### config.mk
export PLATFORM = sky130hd
export DESIGN_NAME = irq_aggregator
export DESIGN_NICKNAME = d
export VERILOG_FILES = /design/src/rtl/irq_agg_pkg.sv /design/src/rtl/irq_status_bank.sv /design/src/rtl/irq_cfg_regs.sv /design/src/rtl/irq_req_gate.sv /design/src/rtl/irq_aggregator.sv
export SDC_FILE = /design/constraint.sdc
export NUM_CORES = 1
export LEC_CHECK = 0
export BUFFER_PORTS_ARGS = -buffer_cell sky130_fd_sc_hd__buf_2
export CORE_MARGIN = 10
export CORE_UTILIZATION = 47
export DETAILED_ROUTE_END_ITERATION = 6
export MAX_ROUTING_LAYER = met4
export PLACE_DENSITY = 0.77
export SLEW_MARGIN = 15
export SYNTH_ARGS = -nofsm -noshare
export SYNTH_HDL_FRONTEND = slang
export SYNTH_SLANG_ARGS = --single-unit
### constraint.sdc
create_clock -name clk -period 1.49 [get_ports clk]
set_input_delay 0.149 -clock clk [delete_from_list [all_inputs] [get_ports clk]]
set_output_delay 0.149 -clock clk [all_outputs]
set_load 0.02 [all_outputs]
### src/rtl/irq_agg_pkg.sv
package irq_agg_pkg;
  localparam int unsigned PRIO_W = 3;
  localparam int unsigned ADDR_W = 2;

  typedef enum logic [ADDR_W-1:0] {
    A_STATUS = 2'd0,
    A_ENABLE = 2'd1,
    A_CTRL   = 2'd2,
    A_SPARE  = 2'd3
  } reg_addr_e;

  // forwarding rule: global flag, live request, strictly higher priority
  function automatic logic f_forward(input logic gie, input logic req,
                                     input logic [PRIO_W-1:0] prio,
                                     input logic [PRIO_W-1:0] ipl);
    return gie && req && (prio > ipl);
  endfunction

  // next status flag: a set pulse outranks a clear on the same edge
  function automatic logic f_flag_next(input logic cur, input logic set,
                                       input logic clr);
    if (set) return 1'b1;
    if (clr) return 1'b0;
    return cur;
  endfunction
endpackage

### src/rtl/irq_status_bank.sv
module irq_status_bank
  import irq_agg_pkg::*;
#(
  parameter int unsigned N_SRC = 8
) (
  input  logic             clk,
  input  logic             rst_n,
  input  logic [N_SRC-1:0] set_i,
  input  logic [N_SRC-1:0] clr_i,
  output logic [N_SRC-1:0] status_o
);
  logic [N_SRC-1:0] flag_q;

  for (genvar gi = 0; gi < N_SRC; gi++) begin : g_flag
    always_ff @(posedge clk or negedge rst_n) begin
      if (!rst_n) flag_q[gi] <= 1'b0;
      else        flag_q[gi] <= f_flag_next(flag_q[gi], set_i[gi], clr_i[gi]);
    end
  end

  assign status_o = flag_q;

  // set pulse always lands, even against a clear
  AST_SET_WINS: assert property (@(posedge clk) disable iff (!rst_n)
    1'b1 |=> (($past(set_i) & flag_q) == $past(set_i)));
  // a flag only rises from a pulse
  AST_NO_SPURIOUS_SET: assert property (@(posedge clk) disable iff (!rst_n)
    1'b1 |=> ((flag_q & ~$past(flag_q) & ~$past(set_i)) == '0));
  // a flag only falls from a clear
  AST_NO_SPURIOUS_CLR: assert property (@(posedge clk) disable iff (!rst_n)
    1'b1 |=> ((~flag_q & $past(flag_q) & ~$past(clr_i)) == '0));
endmodule

### src/rtl/irq_cfg_regs.sv
module irq_cfg_regs
  import irq_agg_pkg::*;
#(
  parameter int unsigned N_SRC = 8
) (
  input  logic              clk,
  input  logic              rst_n,
  input  logic              en_wr_i,
  input  logic              prio_wr_i,
  input  logic [N_SRC-1:0]  wdata_i,
  output logic [N_SRC-1:0]  enable_o,
  output logic [PRIO_W-1:0] prio_o
);
  logic [N_SRC-1:0]  enable_q;
  logic [PRIO_W-1:0] prio_q;

  always_ff @(posedge clk or negedge rst_n) begin
    if (!rst_n) begin
      enable_q <= '0;
      prio_q   <= '0;
    end else begin
      if (en_wr_i)   enable_q <= wdata_i;
      if (prio_wr_i) prio_q   <= wdata_i[PRIO_W-1:0];
    end
  end

  assign enable_o = enable_q;
  assign prio_o   = prio_q;

  AST_CFG_HOLD: assert property (@(posedge clk) disable iff (!rst_n)
    !en_wr_i && !prio_wr_i |=> $stable(enable_q) && $stable(prio_q));
endmodule

### src/rtl/irq_req_gate.sv
module irq_req_gate
  import irq_agg_pkg::*;
#(
  parameter int unsigned N_SRC = 8
) (
  input  logic              clk,
  input  logic              rst_n,
  input  logic [N_SRC-1:0]  status_i,
  input  logic [N_SRC-1:0]  enable_i,
  input  logic              gie_i,
  input  logic [PRIO_W-1:0] prio_i,
  input  logic [PRIO_W-1:0] ipl_i,
  output logic              req_o,
  output logic              fwd_o
);
  logic [N_SRC-1:0] hit_vec;

  assign hit_vec = status_i & enable_i;
  assign req_o   = |hit_vec;
  assign fwd_o   = f_forward(gie_i, req_o, prio_i, ipl_i);

  AST_PRIO0_SILENT: assert property (@(posedge clk) disable iff (!rst_n)
    (prio_i == '0) |-> !fwd_o);
  AST_FWD_NEEDS_GIE: assert property (@(posedge clk) disable iff (!rst_n)
    !gie_i |-> !fwd_o);
endmodule

### src/rtl/irq_aggregator.sv
module irq_aggregator
  import irq_agg_pkg::*;
#(
  parameter int unsigned N_SRC = 8
) (
  input  logic              clk,
  input  logic              rst_n,
  input  logic              write_en,
  input  logic [ADDR_W-1:0] reg_addr,
  input  logic [N_SRC-1:0]  write_data,
  output logic [N_SRC-1:0]  read_data,
  input  logic [N_SRC-1:0]  event_pulse,
  input  logic              int_ack,
  input  logic              glob_ie,
  input  logic [PRIO_W-1:0] cpu_level,
  output logic              int_request,
  output logic              int_to_cpu,
  output logic [PRIO_W-1:0] int_level
);
  localparam int unsigned REQ_BIT = PRIO_W;

  logic [N_SRC-1:0]  status_w;
  logic [N_SRC-1:0]  enable_w;
  logic [PRIO_W-1:0] prio_w;
  logic [N_SRC-1:0]  clr_mask;
  logic              wr_status, wr_enable, wr_ctrl;
  logic              req_w, fwd_w;

  assign wr_status = write_en && (reg_addr == A_STATUS);
  assign wr_enable = write_en && (reg_addr == A_ENABLE);
  assign wr_ctrl   = write_en && (reg_addr == A_CTRL);
  assign clr_mask  = wr_status ? ~write_data : '0;

  irq_status_bank #(.N_SRC(N_SRC)) u_status (
    .clk(clk), .rst_n(rst_n), .set_i(event_pulse), .clr_i(clr_mask),
    .status_o(status_w));

  irq_cfg_regs #(.N_SRC(N_SRC)) u_cfg (
    .clk(clk), .rst_n(rst_n), .en_wr_i(wr_enable), .prio_wr_i(wr_ctrl),
    .wdata_i(write_data), .enable_o(enable_w), .prio_o(prio_w));

  irq_req_gate #(.N_SRC(N_SRC)) u_gate (
    .clk(clk), .rst_n(rst_n), .status_i(status_w), .enable_i(enable_w),
    .gie_i(glob_ie), .prio_i(prio_w), .ipl_i(cpu_level),
    .req_o(req_w), .fwd_o(fwd_w));

  always_comb begin
    read_data = '0;
    case (reg_addr)
      A_STATUS: read_data = status_w;
      A_ENABLE: read_data = enable_w;
      A_CTRL: begin
        read_data[PRIO_W-1:0] = prio_w;
        read_data[REQ_BIT]    = req_w;
      end
      default: read_data = '0;
    endcase
  end

  assign int_request = req_w;
  assign int_to_cpu  = fwd_w;
  assign int_level   = prio_w;

  // acknowledge alone touches no state
  AST_ACK_NO_CLEAR: assert property (@(posedge clk) disable iff (!rst_n)
    int_ack && !write_en && (event_pulse == '0)
      |=> $stable(status_w) && $stable(enable_w) && $stable(int_request));
  // request falls only because a status or enable bit fell
  AST_REQ_NOT_HELD: assert property (@(posedge clk) disable iff (!rst_n)
    $fell(int_request) |-> (status_w != $past(status_w)) || (enable_w != $past(enable_w)));
  // a raised event on an enabled source keeps the request up
  AST_REQ_STAYS: assert property (@(posedge clk) disable iff (!rst_n)
    ((event_pulse & enable_w) != '0) && !wr_enable |=> int_request);
endmodule

==> flow_summary.toml <==
[synth]
avgSynthCellArea_um2 = 11.3
syn_area_um2 = 1030
synth_xor_area_frac = 0
synthFlopType = "dfrtp_1"
syn_nets = 120
synth_edf_count = 0
yosys.cell_count.top_type = "dfrtp_1"
ys_warn_count = 0
yosysSeqAreaShare = 0.461
synth_area_leaders = "dfrtp_1 (46%), mux2_2 (12%), mux2i_1 (7.8%)"
synthTopCellsByCount = "dfrtp_1 (19), mux2_2 (11), nand2b_1 (9), mux2i_1 (8), o21ai_2 (8)"
synthSimpleGateAreaFrac = 0.136
synth.largest_area_cell = "dfrtp_1"
synth_top_family_by_area = "multiplexers"
ys_ff_latch = 19
synthAdderAreaFrac = 0.0364
netlist_instances = 91
synth_mux_area_frac = 0.198
async_flop_share = 1.00
synth_compound_area_frac = 0.130
synth_cell_types = 21
yosysTopAreaCellShare = 0.461

[critical_path]
cp-start-kind = "register"
cp.arrival_ns = 1.54
path_class = "register to output port"
worstRegToRegCells = 3
r2r_end = "u_cfg.prio_o[1]"
crit_fanout = 2
reg2reg_from = "u_cfg.prio_o[1]"
worstPathRequired_ns = 1.34
critPathCaptureType = "output port"
rrSetupSlack_ns = 0.45

[floorplan]
start_util = 0.510
dieArea_um2 = 4470
die_x_um = 66.8
ios = 39
fp.coreArea_um2 = 2020
die_h_um = 66.8
rows = 16

[timing]
fin_ws_ns = -0.197
rsz0062_at_grt = "true"
clock_skew_ns = 0
timing.slew.headroom = 0.692
period_share = 1.13
clock.fmax_ghz = 0.593
period_minus_slack_ns = 1.69
fin_tns_setup_ns = -0.248
setup_viol = 2
drv_slew = 0
final_hold_viol_count = 0
worstMarginPinSlew_ns = 0.463

[min_path]
hold_path_depth = 2
min_to = "u_status.status_o[6]"
hp-class = "input pin to register"
hp-start = "event_pulse[6]"

[placement]
gp_congestion = 0.815
io_buffers = 37
dpl.hpwl_um = 1940

[run_status]
status = "finished with violations"
violations = "negative setup slack"

[pwr]
p_switching_uw = 417
seqPwrFrac = 0.477
p_leak_nw = 0.673
p_comb_frac = 0.339
p_int_uw = 921
power_density_nw_per_um2 = 940
vdd_drop_max_v = 0.000727
power.share.clock = 0.184
swShare = 0.312

[route]
num_vias = 847
firstDrtPassIters = 4
drc = 0
drt-total-wl_um = 2590
drtIter0Drc = 17
viasPerCell = 5.04
wl_per_cell_um = 15.4
antenna_left = 0

[layout]
final_nets = 171
nFillCells = 152
syn2layout_area_growth_pct = 38.0
drive_gt1_frac = 0.574
diodes = 0
utilization = 0.704

[clocking]
cts_root_buf = "clkbuf_4"
tritoncts = "yes"
cts.reportedPaths.clkPinSlew_ns = 0.10
clock_path_buffers = 2
htreeDepth = 1
clk_latency_ns = 0.28
cts.sink_count = 19
cts_buffers = 3

[global_route]
grt_pass1_wl_um = 3970
grt_antenna_before_repair = 0
grt_util_all_layers = 0.116
grt_pass1_vias = 911
grt_max_degree = 20
overflow = 0

[job]
drv_cap = 0
## critical path, cell delays in order, from the launching register on
cell and delay [ns]:
dfrtp_1 0.42, ha_4 0.27, nor2b_4 0.13, o21ai_2 0.06, a211oi_2 0.21, buf_4 0.17
## layer usage
metal  global-route usage  part of all wire  vias to the layer above
met5                    -                 0                        -
met4               0.0393            0.0050                        0
met3               0.0452             0.082                        4
met2                0.203              0.51                       36
met1                0.115              0.40                      383
li1                     -                 -                      424
## logic make-up after synthesis
logic type               count (synthesis)
buffers and inverters                    8
AND/OR/NAND/NOR                         24
AO/OA/AOI/OAI                           18
adder cells (fa/ha/maj)                  3
flip-flops                              19
multiplexers                            19
## power by group through the flow
stage / combinational [mW] / clock [mW] / sequential, mW
5_1_grt: 0.495 / 0.283 / 0.647
6_report: 0.453 / 0.246 / 0.639
4_1_cts: 0.410 / 0.259 / 0.631
3_3_place_gp: 0.351 / 0 / 0.638
2_1_floorplan: 0.217 / 0 / 0.650
3_5_place_dp: 0.363 / 0 / 0.643
## sequential cells by signal, summed over array words and instances, names as in the netlist
register / flops
u_cfg.enable_o: 8
u_cfg.prio_o: 3
u_status.status_o: 8
## cell type report
class | count | area [µm²] | share of cell area
clock buffer | 4 | 26.3 | 0.0185
inverter | 5 | 18.8 | 0.0132
multi-input combinational | 64 | 576 | 0.405
sequential | 19 | 475 | 0.334
tap | 27 | 33.8 | 0.0237
timing repair buffer | 49 | 293 | 0.206
## what timing repair did
| action | 4_1_cts | 5_1_grt |
|---|---|---|
| buffers inserted | 6 | 3 |
| pin swaps | 4 | 4 |
| gates resized for setup | 11 | 5 |
| setup endpoints to repair | 3 | 3 |
| endpoints found under the hold margin | 19 | 0 |
| hold buffers | 1 | 0 |
## placed cells by master (no fill, tap or decap), types with 2 or more instances in the layout
cell	instances
a22oi_1	2
a22oi_2	2
buf_2	34
buf_4	12
buf_6	2
clkbuf_4	3
dfrtp_1	19
ha_4	2
inv_1	4
mux2_2	11
mux2i_1	8
nand2_1	4
nand2b_1	9
nor2_1	4
o21ai_0	2
o21ai_2	9
## worst max-delay path by stage
stage | startpoint | endpoint | slack [ns] | cells after the start
after floorplan | u_cfg.prio_o[1] | int_to_cpu | 0.01 | 4
after global placement | u_cfg.prio_o[1] | int_to_cpu | 0.11 | 5
after detailed placement | u_cfg.prio_o[1] | int_to_cpu | 0.06 | 5
after CTS | u_cfg.prio_o[1] | int_to_cpu | -0.20 | 5
after global routing | u_cfg.prio_o[1] | int_to_cpu | -0.29 | 5
final | u_cfg.prio_o[1] | int_to_cpu | -0.20 | 5
## per-stage QoR
step	instances	hold slack, ns	total power, mW	area, µm²	worst slack, ns
floorplan	91	-0.147	0.867	1040	0.0102
global placement	154	0.102	0.990	1250	0.106
detailed placement	154	0.108	1.01	1250	0.0612
CTS	165	0.0300	1.30	1360	-0.196
global route	168	0.0218	1.42	1420	-0.289
finish	168	0.0408	1.34	1420	-0.197
No activity file was read; power rests on OpenSTA's default activity.
